$ cat src/rtl/subleq_pkg.sv
package subleq_pkg;

  // Access slots of one instruction, in issue order.
  typedef enum logic [2:0] {
    PH_FA = 3'd0,   // program word at PC     -> operand address A
    PH_FB = 3'd1,   // program word at PC+1   -> operand address B
    PH_RA = 3'd2,   // data word at A         -> subtrahend
    PH_RB = 3'd3,   // data word at B         -> minuend, subtract on the fly
    PH_WB = 3'd4,   // store difference at B  (or UART load)
    PH_FC = 3'd5    // program word at PC+2   -> branch target C
  } phase_t;

  localparam logic DEV_RAM = 1'b0;
  localparam logic DEV_ROM = 1'b1;

  function automatic phase_t next_phase(input phase_t p);
    case (p)
      PH_FA:   return PH_FB;
      PH_FB:   return PH_RA;
      PH_RA:   return PH_RB;
      PH_RB:   return PH_WB;
      PH_WB:   return PH_FC;
      default: return PH_FA;
    endcase
  endfunction

endpackage

$ cat src/rtl/serial_word_reg.sv
module serial_word_reg #(
  parameter int W = 16
) (
  input  logic         clk,
  input  logic         rst,
  input  logic         load_en,
  input  logic         rot_en,
  input  logic         din,
  output logic [W-1:0] q
);

  // New bits enter at the top, so after W loads the first bit sits in q[0].
  always_ff @(posedge clk) begin
    if (rst)
      q <= '0;
    else if (load_en)
      q <= {din, q[W-1:1]};
    else if (rot_en)
      q <= {q[0], q[W-1:1]};
  end

endmodule

$ cat src/rtl/serial_sub_alu.sv
module serial_sub_alu #(
  parameter int W = 16
) (
  input  logic clk,
  input  logic rst,
  input  logic start,
  input  logic step,
  input  logic a_bit,
  input  logic b_bit,
  output logic r_bit,
  output logic leq
);

  logic carry;
  logic nonzero;
  logic sign;

  // b - a = b + ~a + 1, the +1 comes from the preset carry.
  assign r_bit = b_bit ^ ~a_bit ^ carry;
  assign leq   = ~nonzero | sign;

  always_ff @(posedge clk) begin
    if (rst || start) begin
      carry   <= 1'b1;
      nonzero <= 1'b0;
      sign    <= 1'b0;
    end else if (step) begin
      carry   <= (b_bit & ~a_bit) | (b_bit & carry) | (~a_bit & carry);
      nonzero <= nonzero | r_bit;
      sign    <= r_bit;
    end
  end

  // A fresh subtraction starts from an all-zero flag state.
  p_seed_clean_r5: assert property (@(posedge clk) disable iff (rst)
    start |=> (leq && carry));

endmodule

$ cat src/rtl/subleq_ctrl.sv
module subleq_ctrl
  import subleq_pkg::*;
#(
  parameter int           W        = 16,
  parameter logic [W-1:0] OUT_ADDR = '1
) (
  input  logic         clk,
  input  logic         rst,
  input  logic         acc_done,
  input  logic         leq,
  input  logic [W-1:0] a_word,
  input  logic [W-1:0] b_word,
  input  logic [W-1:0] c_word,
  input  logic [7:0]   res_low,
  output phase_t       phase,
  output logic         acc_req,
  output logic         acc_dev,
  output logic         acc_wr,
  output logic [W-1:0] acc_addr,
  output logic         uart_valid,
  output logic [7:0]   uart_byte
);

  localparam logic [W-1:0] OFS_B    = W'(1);
  localparam logic [W-1:0] OFS_C    = W'(2);
  localparam logic [W-1:0] INSN_LEN = W'(3);

  logic [W-1:0] pc;
  logic [W-1:0] launch_addr;
  logic         launch_dev;
  logic         out_hit;
  logic         finish_c;

  assign out_hit  = (b_word == OUT_ADDR);
  assign finish_c = (phase == PH_FC) && acc_req && acc_done;

  always_comb begin
    case (phase)
      PH_FA:   begin launch_addr = pc;         launch_dev = DEV_ROM; end
      PH_FB:   begin launch_addr = pc + OFS_B; launch_dev = DEV_ROM; end
      PH_RA:   begin launch_addr = a_word;     launch_dev = DEV_RAM; end
      PH_RB:   begin launch_addr = b_word;     launch_dev = DEV_RAM; end
      PH_WB:   begin launch_addr = b_word;     launch_dev = DEV_RAM; end
      PH_FC:   begin launch_addr = pc + OFS_C; launch_dev = DEV_ROM; end
      default: begin launch_addr = pc;         launch_dev = DEV_ROM; end
    endcase
  end

  always_ff @(posedge clk) begin
    if (rst) begin
      phase      <= PH_FA;
      pc         <= '0;
      acc_req    <= 1'b0;
      acc_dev    <= DEV_ROM;
      acc_wr     <= 1'b0;
      acc_addr   <= '0;
      uart_valid <= 1'b0;
      uart_byte  <= '0;
    end else begin
      uart_valid <= 1'b0;
      if (!acc_req) begin
        if (phase == PH_WB && out_hit) begin
          uart_valid <= 1'b1;
          uart_byte  <= res_low;
          phase      <= PH_FC;
        end else begin
          acc_req  <= 1'b1;
          acc_dev  <= launch_dev;
          acc_wr   <= (phase == PH_WB);
          acc_addr <= launch_addr;
        end
      end else if (acc_done) begin
        acc_req <= 1'b0;
        phase   <= next_phase(phase);
        if (phase == PH_FC)
          pc <= leq ? c_word : pc + INSN_LEN;
      end
    end
  end

  // the new PC is either the fetched target or the fall-through.
  p_pc_next_r6: assert property (@(posedge clk) disable iff (rst)
    finish_c |=> ((pc == $past(c_word)) || (pc == $past(pc) + INSN_LEN)));

  p_pc_hold_r7: assert property (@(posedge clk) disable iff (rst)
    !finish_c |=> $stable(pc));

  // the reserved address never becomes a memory store.
  p_out_no_store_r8: assert property (@(posedge clk) disable iff (rst)
    (acc_req && acc_wr) |-> (acc_addr != OUT_ADDR));

endmodule

$ cat src/rtl/subleq_seq.sv
module subleq_seq
  import subleq_pkg::*;
#(
  parameter int                WORD_W   = 16,
  parameter logic [WORD_W-1:0] OUT_ADDR = '1
) (
  input  logic              clk,
  input  logic              rst,
  output logic              acc_req,
  output logic              acc_dev,
  output logic              acc_wr,
  output logic [WORD_W-1:0] acc_addr,
  input  logic              acc_bit_en,
  input  logic              acc_rdata,
  output logic              acc_wdata,
  input  logic              acc_done,
  output logic              uart_valid,
  output logic [7:0]        uart_byte
);

  localparam int N_FIELDS = 3;

  phase_t            phase;
  logic              xfer;
  logic [WORD_W-1:0] field_q [N_FIELDS];
  logic [WORD_W-1:0] opa_q;
  logic [WORD_W-1:0] res_q;
  logic              r_bit;
  logic              leq;
  logic              alu_start;
  logic              spare_bits_unused;

  assign xfer      = acc_req && acc_bit_en;
  assign alu_start = (phase == PH_RA) && acc_req && acc_done;
  assign acc_wdata = res_q[0];
  assign spare_bits_unused = ^{opa_q[WORD_W-1:1], res_q[WORD_W-1:8]};

  // Instruction fields A, B, C: one serial register per program fetch.
  for (genvar k = 0; k < N_FIELDS; k++) begin : g_field
    localparam phase_t FILL_PH = (k == 0) ? PH_FA : ((k == 1) ? PH_FB : PH_FC);
    serial_word_reg #(.W(WORD_W)) u_field (
      .clk     (clk),
      .rst     (rst),
      .load_en (xfer && (phase == FILL_PH)),
      .rot_en  (1'b0),
      .din     (acc_rdata),
      .q       (field_q[k])
    );
  end

  // Subtrahend: loaded during the read of A, replayed during the read of B.
  serial_word_reg #(.W(WORD_W)) u_opa (
    .clk     (clk),
    .rst     (rst),
    .load_en (xfer && (phase == PH_RA)),
    .rot_en  (xfer && (phase == PH_RB)),
    .din     (acc_rdata),
    .q       (opa_q)
  );

  // Difference: built during the read of B, replayed during the store.
  serial_word_reg #(.W(WORD_W)) u_res (
    .clk     (clk),
    .rst     (rst),
    .load_en (xfer && (phase == PH_RB)),
    .rot_en  (xfer && (phase == PH_WB)),
    .din     (r_bit),
    .q       (res_q)
  );

  serial_sub_alu #(.W(WORD_W)) u_alu (
    .clk   (clk),
    .rst   (rst),
    .start (alu_start),
    .step  (xfer && (phase == PH_RB)),
    .a_bit (opa_q[0]),
    .b_bit (acc_rdata),
    .r_bit (r_bit),
    .leq   (leq)
  );

  subleq_ctrl #(.W(WORD_W), .OUT_ADDR(OUT_ADDR)) u_ctrl (
    .clk        (clk),
    .rst        (rst),
    .acc_done   (acc_done),
    .leq        (leq),
    .a_word     (field_q[0]),
    .b_word     (field_q[1]),
    .c_word     (field_q[2]),
    .res_low    (res_q[7:0]),
    .phase      (phase),
    .acc_req    (acc_req),
    .acc_dev    (acc_dev),
    .acc_wr     (acc_wr),
    .acc_addr   (acc_addr),
    .uart_valid (uart_valid),
    .uart_byte  (uart_byte)
  );

  p_req_hold_r3: assert property (@(posedge clk) disable iff (rst)
    (acc_req && !acc_done) |=>
      (acc_req && $stable(acc_addr) && $stable(acc_dev) && $stable(acc_wr)));

  p_req_drop_r3: assert property (@(posedge clk) disable iff (rst)
    (acc_req && acc_done) |=> !acc_req);

  p_write_ram_only_r2: assert property (@(posedge clk) disable iff (rst)
    (acc_req && acc_wr) |-> (acc_dev == DEV_RAM));

  p_uart_bus_quiet_r8: assert property (@(posedge clk) disable iff (rst)
    uart_valid |-> !acc_req);

  p_uart_single_r8: assert property (@(posedge clk) disable iff (rst)
    uart_valid |=> !uart_valid);

  // ALU flags must agree with the stored difference once B is consumed.
  p_flag_match_r6: assert property (@(posedge clk) disable iff (rst)
    ((phase == PH_RB) && acc_req && acc_done) |->
      (leq == ((res_q == '0) || res_q[WORD_W-1])));

  p_reset_idle_r9: assert property (@(posedge clk)
    rst |=> !acc_req);

endmodule

$ cat config.mk
export PLATFORM = sky130hd
export DESIGN_NAME = subleq_seq
export DESIGN_NICKNAME = d
export VERILOG_FILES = /design/src/rtl/subleq_pkg.sv /design/src/rtl/serial_word_reg.sv /design/src/rtl/serial_sub_alu.sv /design/src/rtl/subleq_ctrl.sv /design/src/rtl/subleq_seq.sv
export SDC_FILE = /design/constraint.sdc
export NUM_CORES = 1
export LEC_CHECK = 0
export BUFFER_PORTS_ARGS = -buffer_cell sky130_fd_sc_hd__buf_2
export CORE_MARGIN = 2
export CORE_UTILIZATION = 45
export DETAILED_ROUTE_END_ITERATION = 7
export PLACE_DENSITY = 0.65
export RECOVER_POWER = 50
export SLEW_MARGIN = 0
export SYNTH_ARGS = -nofsm -noshare
export SYNTH_HDL_FRONTEND = slang
export SYNTH_SLANG_ARGS = --single-unit
$ cat constraint.sdc
create_clock -name clk -period 3.13 [get_ports clk]
set_clock_uncertainty 0.2 [all_clocks]
set_input_delay 0.626 -clock clk [delete_from_list [all_inputs] [get_ports clk]]
set_output_delay 0.626 -clock clk [all_outputs]
set_load 0.05 [all_outputs]
==> flow_summary.yaml, run 1 <==
setup_path:
  critical-path-slowest-cell: "dfxtp_1"
  worst-path-buf-inv: 1
  arrival_ps: 2890
  path_depth: 6
  cp-start-kind: "flop"
  worst_setup_path_end_kind: "flop"
  crit_chain: "nand2_1 > nor3_1 > clkbuf_1 > nand2_1 > and2_1 > o21a_1"
  cpMostUsedCell: "nand2_1"
  critPathKind: "reg2reg"
  ff2ff_path_depth: 6
  required_ps: 3240
  cp_max_fo: 18
  slowest_delay_ps: 650
  crit_family: "simple AND/OR/NAND/NOR gates"
sta:
  slew_viol_final: 0
  rsz0062_at_grt: "no"
  setup_tns_ps: 0
  setup_violations: 0
  fmax_ghz: 0.360
  tightestPinTransition_ps: 1070
  fin_crit_ps: 2780
  final_hold_viol_count: 0
  period_share_pct: 88.7
  slew_headroom_pct: 28.7
synthesis:
  synth_flop_cell: "dfxtp_1"
  synth.ff_latch_count: 130
  yosysSeqAreaShare_pct: 40.3
  syn_nets: 853
  async_flop_share_pct: 0
  netlist_area_um2: 6450
  yosysTopAreaCell: "dfxtp_1"
  synth_top_area_share_pct: 40.3
  ys.warnings.count: 0
  synth_cell_type_count: 70
  synth_edf_count: 0
  synth_most_common_cell: "nand2_1"
  synthTopCellsByCount: "nand2_1 (216), dfxtp_1 (130), a21oi_1 (116), nor2_1 (37), clkbuf_1 (31)"
  synthTopCellsByArea: "dfxtp_1 (40%), nand2_1 (13%), a21oi_1 (9.0%)"
  synth_cells: 842
  syn_area_per_cell_um2: 7.66
clock_tree:
  cts-htree-levels: 4
  clk_pin_slew_ps: 60
  clockBufferDepth: 2
  postCtsResizedCells: 0
  cts_buffers: 17
  clock-sinks: 130
  clock-root-buffer: "clkbuf_16"
  tritoncts: "done"
  post_cts_buffers: 0
  hold_buffers: 0
  clock_latency_ps: 420
detailed_routing:
  via_count: 6125
  routed_wl_um: 18100
  drt-vias-per-instance: 5.90
  drt_iter0_markers: 484
  firstDrtPassIters: 5
  drc: 0
  wl_per_cell_um: 17.4
  ant_nets: 0
floorplan:
  io_pins: 34
  die_h_um: 124
  die_w_um: 124
  rows: 43
  core_um2: 13900
  die_area_um2: 15300
  initial_core_util_pct: 46.3
pwr:
  vdd_ir_drop_max_mv: 0.375
  power.share.sequential_pct: 44.9
  p_sw_uw: 881
  p_clk_share_pct: 48.8
  power_density_nw_per_um2: 524
  p_leak_uw: 0.00231
  switching_share_pct: 23.5
  p_total_uw: 3750
  internal_power_uw: 2870
  power_frac_comb_pct: 6.2
layout:
  drive_above_1_share_pct: 6.99
  synthToLayoutAreaGrowth_pct: 10.9
  final_nets: 859
  diodes: 0
global_route:
  antenna_found_initial: 0
  use_met2_pct: 38.2
  grt_overflow: 0
  grt_pass1_vias: 5632
  grt_max_degree: 65
  track_usage_pct: 24.6
  busiest_layer: "met2"
  grtUsageMet1_pct: 33.4
  use_met3_pct: 4.85
  grt_pass1_wl_um: 29200
status:
  status: "complete, no violations"
worst_hold_path:
  hold_class: "reg2reg"
  hold_path_depth: 2
placement:
  post-dp-hpwl_um: 12600
  io_buffers: 33
  gp_congestion: 0.921
flow_run:
  maxCapViolCount: 0
[placed cells by master (no fill, tap or decap), types with 4 or more instances in the layout]
cell	count
nor4_1	8
a21oi_1	116
and3_1	4
nor2b_1	4
inv_1	16
dfxtp_1	130
a211oi_1	13
o221ai_1	4
o21ai_0	25
nand4_1	9
a21o_1	4
o31ai_1	5
o21a_1	7
o41ai_1	5
o2bb2a_1	4
ha_1	5
a22oi_1	6
nand2_1	216
nand2b_1	9
a2bb2oi_1	4
mux2i_1	10
o211ai_1	6
or3_1	9
buf_4	16
nand3_1	14
a221oi_1	7
a31oi_1	7
nor3_1	14
xor2_1	6
o22ai_1	13
xnor2_1	4
and4_1	5
clkbuf_16	17
nor2_1	38
clkbuf_1	36
[metal layers]
layer,part of all wire [%],vias to the layer above,wire [µm]
met1,46,2933,8240
li1,-,2985,-
met2,47,180,8460
met3,5.4,27,982
met4,2.1,0,387
met5,0,-,0
[metrics by stage]
| stage | setup slack [ps] | std cells | area [µm²] | hold slack (ps) | util (%) |
|---|---|---|---|---|---|
| 2_1_floorplan | 824 | 842 | 6450 | 232 | - |
| 3_3_place_gp | 505 | 1009 | 6690 | 236 | 48.0 |
| 3_5_place_dp | 493 | 1009 | 6690 | 246 | 48.0 |
| 4_1_cts | 476 | 1038 | 7230 | 249 | 51.9 |
| 5_1_grt | 146 | 1038 | 7160 | 265 | 51.4 |
| 6_report | 354 | 1038 | 7160 | 243 | 51.4 |
[worst paths after layout]
| kind | from | end | slack, ps |
|---|---|---|---|
| setup / recovery | u_ctrl.acc_req | u_alu.sign | 350 |
| hold / removal | u_opa.q[4] | u_opa.q[3] | 240 |
| setup reg to reg | u_ctrl.acc_req | u_alu.sign | 350 |
| hold reg to reg | u_opa.q[4] | u_opa.q[3] | 240 |
[logic make-up (layout without fill, tap and decap cells)]
group / count (synthesis) / after routing / share of synthesized area, %
AND/OR/NAND/NOR: 350 / 350 / 24.6
buffers and inverters: 82 / 98 / 5.84
AO/OA/AOI/OAI: 250 / 250 / 24.1
flip-flops: 130 / 130 / 40.3
XOR/XNOR: 10 / 10 / 1.36
multiplexers: 14 / 14 / 2.42
adder cells (fa/ha/maj): 6 / 6 / 1.28
[power groups by stage]
stage,registers (µW),clock network (µW),logic [µW]
6_report,1690,1830,234
2_1_floorplan,1750,0,140
3_5_place_dp,1720,0,236
5_1_grt,1690,1940,252
4_1_cts,1690,1870,237
3_3_place_gp,1720,0,235
[worst reg2reg max path: cells and delay by family (launching register included)]
| family | cells | cell delay (ps) |
|---|---|---|
| AOI/OAI and AO/OA | 1 | 160 |
| DFF | 1 | 650 |
| and+or+nand+nor | 4 | 1080 |
| buffers and inverters | 1 | 590 |
[layout make-up]
class | count | area, µm²
sequential | 130 | 2600
inverter | 16 | 60.1
tap | 180 | 225
multi-input combinational | 630 | 3450
clock inverter | 5 | 55.1
fill | 1357 | 6780
timing repair buffer | 53 | 280
clock buffer | 24 | 482
[sequential cells by signal (all words and copies together), names as in the netlist, 3 cells and up]
signal and cells:
u_ctrl.uart_byte 8, u_ctrl.acc_addr 16, g_field.u_field.q 48, u_ctrl.phase 3, u_opa.q 16, u_res.q 16, u_ctrl.pc 16
No activity file was read; power rests on OpenSTA's default activity.
==> run 2: changes to the inputs <==
--- a/config.mk
+++ b/config.mk
@@ -7,9 +7,9 @@
 export LEC_CHECK = 0
 export BUFFER_PORTS_ARGS = -buffer_cell sky130_fd_sc_hd__buf_2
 export CORE_MARGIN = 2
-export CORE_UTILIZATION = 45
+export CORE_UTILIZATION = 37
 export DETAILED_ROUTE_END_ITERATION = 7
-export PLACE_DENSITY = 0.65
+export PLACE_DENSITY = 0.56
 export RECOVER_POWER = 50
 export SLEW_MARGIN = 0
 export SYNTH_ARGS = -nofsm -noshare
==> flow_summary.yaml, run 2 (synthesis gave the netlist of run 1 again) <==
flow_run:
  maxCapViolCount: 0
clock_tree:
  cts-htree-levels: 4
  postCtsResizedCells: 0
  post_cts_buffers: 0
  clock_latency_ps: 420
  clockBufferDepth: 2
  cts_buffers: 17
  clock-root-buffer: "clkbuf_16"
  clk_pin_slew_ps: 60
  clock-sinks: 130
  hold_buffers: 0
  tritoncts: "done"
layout:
  most-common-layout-cells: "nand2_1 (216), dfxtp_1 (130), a21oi_1 (116)"
  final_common_cell: "nand2_1"
  synthToLayoutAreaGrowth_pct: 13.6
  nFillCells: 1818
  diodes: 0
  register_area_um2: 2600
  final_nets: 862
  top_register: "g_field.u_field.q"
  drive_above_1_share_pct: 7.99
  multi_input_area_um2: 3460
  largest_register_ffs: 48
global_route:
  grt_max_degree: 48
  antenna_found_initial: 0
  grt_overflow: 0
  track_usage_pct: 20.2
  grt_pass1_wl_um: 29200
  grt_pass1_vias: 5298
sta:
  period_share_pct: 86.6
  slew_viol_final: 0
  fin_hold_ws_ps: 248
  fmax_ghz: 0.369
  tightestPinTransition_ps: 1160
  fin_crit_ps: 2710
  slew_headroom_pct: 22.5
  final_hold_viol_count: 0
  setup_tns_ps: 0
  setup_violations: 0
  rsz0062_at_grt: "no"
floorplan:
  rows: 48
  initial_core_util_pct: 37.6
  die_h_um: 136
  io_pins: 34
  die_area_um2: 18500
  die_w_um: 136
  core_um2: 17200
setup_path:
  cp_max_fo: 20
  critPathKind: "reg2reg"
  worst_setup_path_end_kind: "flop"
  ff2ff_path_depth: 5
  arrival_ps: 2860
  required_ps: 3280
  cp-start-kind: "flop"
worst_hold_path:
  hold_path_depth: 2
  hold_class: "reg2reg"
detailed_routing:
  drt_iter0_markers: 479
  drc: 0
  drt-vias-per-instance: 5.48
  routed_wl_um: 18100
  wl_per_cell_um: 16.6
  via_count: 5972
  firstDrtPassIters: 7
  ant_nets: 0
placement:
  post-dp-hpwl_um: 12400
  gp_congestion: 0.902
  io_buffers: 33
pwr:
  power_density_nw_per_um2: 555
  p_total_uw: 4070
  vdd_ir_drop_max_mv: 0.377
  p_leak_uw: 0.00236
status:
  status: "complete, no violations"
run 2: changes by cell type in the layout (fill, tap and decap cells not counted), sizes merged:
cell | before | now
bufinv | 1 | 4
inv | 16 | 18
clkinv | 2 | 7
buf | 20 | 21
clkbuf | 57 | 53
clkinvlp | 2 | 1
run 2: worst max-delay path: stages, from the launching register on:
cell      delay, ps
dfxtp_1         530
clkbuf_1        260
or3_1           410
nor2_1          890
nand2_1         180
a21oi_1         160
run 2: metrics by stage:
stage / cell area (µm²) / setup slack (ps) / utilization (%) / cells
floorplan: 6450 / 824 / - / 842
global placement: 6760 / 578 / 39.3 / 1057
detailed placement: 6760 / 511 / 39.3 / 1057
CTS: 7400 / 503 / 43.1 / 1089
global route: 7330 / 186 / 42.7 / 1089
finish: 7330 / 420 / 42.7 / 1089
run 2: worst paths after layout:
path | from | endpoint | slack (ps)
hold / removal | u_opa.q[8] | u_opa.q[7] | 250
hold reg to reg | u_opa.q[8] | u_opa.q[7] | 250
setup / recovery | u_ctrl.phase[0] | g_field[0].u_field.q[4] | 420
setup reg to reg | u_ctrl.phase[0] | g_field[0].u_field.q[4] | 420
run 2: layout make-up:
type                            count  area share [%]
Inverter                           16           0.820
Clock inverter                     14            2.77
Tap cell                          225            3.84
Clock buffer                       18            5.99
Sequential cell                   130            35.5
Timing Repair Buffer               56            3.86
Multi-Input combinational cell    630            47.2
run 2: power breakdown:
part	switching [µW]	internal [µW]	total, µW
clock network	783	1360	2150
logic	175	63.0	237
registers	13.3	1670	1680
run 2: per-layer routing:
| layer | part of all wire (%) | vias to the layer above | global-route usage (%) |
|---|---|---|---|
| met5 | 0 | - | 0 |
| met4 | 1.7 | 0 | 6.77 |
| met3 | 4.9 | 21 | 4.62 |
| met2 | 44 | 169 | 29.6 |
| met1 | 49 | 2792 | 29.0 |
| li1 | - | 2990 | - |
==> run 3: changes to the inputs <==
--- a/config.mk
+++ b/config.mk
@@ -10,7 +10,6 @@
 export CORE_UTILIZATION = 37
 export DETAILED_ROUTE_END_ITERATION = 7
 export PLACE_DENSITY = 0.56
-export RECOVER_POWER = 50
 export SLEW_MARGIN = 0
 export SYNTH_ARGS = -nofsm -noshare
 export SYNTH_HDL_FRONTEND = slang
==> flow_summary.yaml, run 3 (synthesis gave the netlist of run 1 again) <==
status:
  status: "complete, no violations"
detailed_routing:
  drt-vias-per-instance: 5.53
  ant_nets: 0
  via_count: 6026
  firstDrtPassIters: 5
  routed_wl_um: 18300
  wl_per_cell_um: 16.8
  drc: 0
  drt_iter0_markers: 515
setup_path:
  arrival_ps: 2800
  cpMostUsedCell: "nor4_1"
  cp_max_fo: 20
  slowest_delay_ps: 810
  required_ps: 3280
  cp-start-kind: "flop"
  critical-path-slowest-cell: "dfxtp_1"
  worst_setup_path_end_kind: "flop"
  crit_chain: "or3b_1 > nor4_1 > nor4_1 > a211o_1 > a21oi_2"
  worst-path-buf-inv: 0
  crit_family: "simple AND/OR/NAND/NOR gates"
  critPathKind: "reg2reg"
layout:
  diodes: 0
  top_register: "g_field.u_field.q"
  final_nets: 862
  largest_register_ffs: 48
  synthToLayoutAreaGrowth_pct: 14.7
  drive_above_1_share_pct: 12.2
  final_common_cell: "nand2_1"
  final_util_pct: 43.1
  most-common-layout-cells: "nand2_1 (216), dfxtp_1 (130), a21oi_1 (116)"
sta:
  final_hold_viol_count: 0
  slew_headroom_pct: 35.2
  tightestPinTransition_ps: 969
  setup_tns_ps: 0
  fin_crit_ps: 2650
  period_share_pct: 84.7
  slew_viol_final: 0
  rsz0062_at_grt: "no"
  fmax_ghz: 0.377
  setup_violations: 0
floorplan:
  die_area_um2: 18500
  io_pins: 34
  die_w_um: 136
  die_h_um: 136
  rows: 48
  core_um2: 17200
  initial_core_util_pct: 37.6
global_route:
  antenna_found_initial: 0
  grt_pass1_wl_um: 29200
  track_usage_pct: 20.2
  grt_overflow: 0
  grt_max_degree: 48
  grt_pass1_vias: 5298
flow_run:
  maxCapViolCount: 0
clock_tree:
  cts-htree-levels: 4
  postCtsResizedCells: 0
  clock-root-buffer: "clkbuf_16"
  clk_pin_slew_ps: 60
  clock_latency_ps: 420
  clock-sinks: 130
  clockBufferDepth: 2
  tritoncts: "done"
  post_cts_buffers: 0
  cts_buffers: 17
  hold_buffers: 0
worst_hold_path:
  hold_class: "reg2reg"
pwr:
  power_density_nw_per_um2: 551
  vdd_ir_drop_max_mv: 0.377
  p_leak_uw: 0.00254
placement:
  gp_congestion: 0.902
  post-dp-hpwl_um: 12400
  io_buffers: 33
-- run 3: cell types whose count changed in the layout (fill, tap and decap cells not counted) --
cell,previous run,this run
clkbuf_1,34,0
clkbuf_2,1,0
and2_1,2,3
nor2_2,1,2
buf_2,3,32
buf_4,18,24
nand3b_1,3,2
nand3b_4,0,1
and2_0,1,0
nor2_1,38,37
-- run 3: stage by stage --
step                      total power [µW]  instance area, µm²  hold WS (ps)  setup slack (ps)  cells
after floorplan                       1890                6450           232               824    842
after global placement                1960                6760           238               578   1057
after detailed placement              1960                6760           243               511   1057
after CTS                             4110                7400           248               503   1089
after global routing                  4200                7400           262               328   1089
final                                 4080                7400           248               479   1089
-- run 3: report_power, final --
group	total [µW]	leakage (µW)	internal [µW]	switching (µW)
registers	1680	0.00105	1670	13.5
clock network	2150	0.000311	1360	785
logic	244	0.00118	68.2	176
-- run 3: worst min-delay path: cells and delay by family (launching register included) --
kind / cells / cell delay [ps]
AOI/OAI and AO/OA: 1 / 50
DFF: 1 / 310
and+or+nand+nor: 1 / 50
-- run 3: layout make-up --
class / instances / area [µm²]
clock inverters: 14 / 203
fillers: 1802 / 9780
clock buffers: 18 / 439
flip-flops and latches: 130 / 2600
multi-input cells: 630 / 3470
repair buffers: 56 / 340
well taps: 225 / 282
inverters: 16 / 60.1
-- run 3: worst paths after layout --
path | startpoint | to | slack (ps) | cells past startpoint
min | u_opa.q[6] | u_opa.q[5] | 250 | 2
max | u_ctrl.phase[0] | u_ctrl.acc_addr[7] | 480 | 5
max reg2reg | u_ctrl.phase[0] | u_ctrl.acc_addr[7] | 480 | 5
min reg2reg | u_opa.q[6] | u_opa.q[5] | 250 | 2
-- run 3: metal layers --
metal / global-route usage (%) / wire (µm) / part of all wire (%) / vias to the layer above
li1: - / - / - / 2991
met1: 29.0 / 8980 / 49 / 2835
met2: 29.6 / 8080 / 44 / 170
met3: 4.62 / 889 / 4.9 / 30
met4: 6.77 / 338 / 1.8 / 0
met5: 0 / 0 / 0 / -
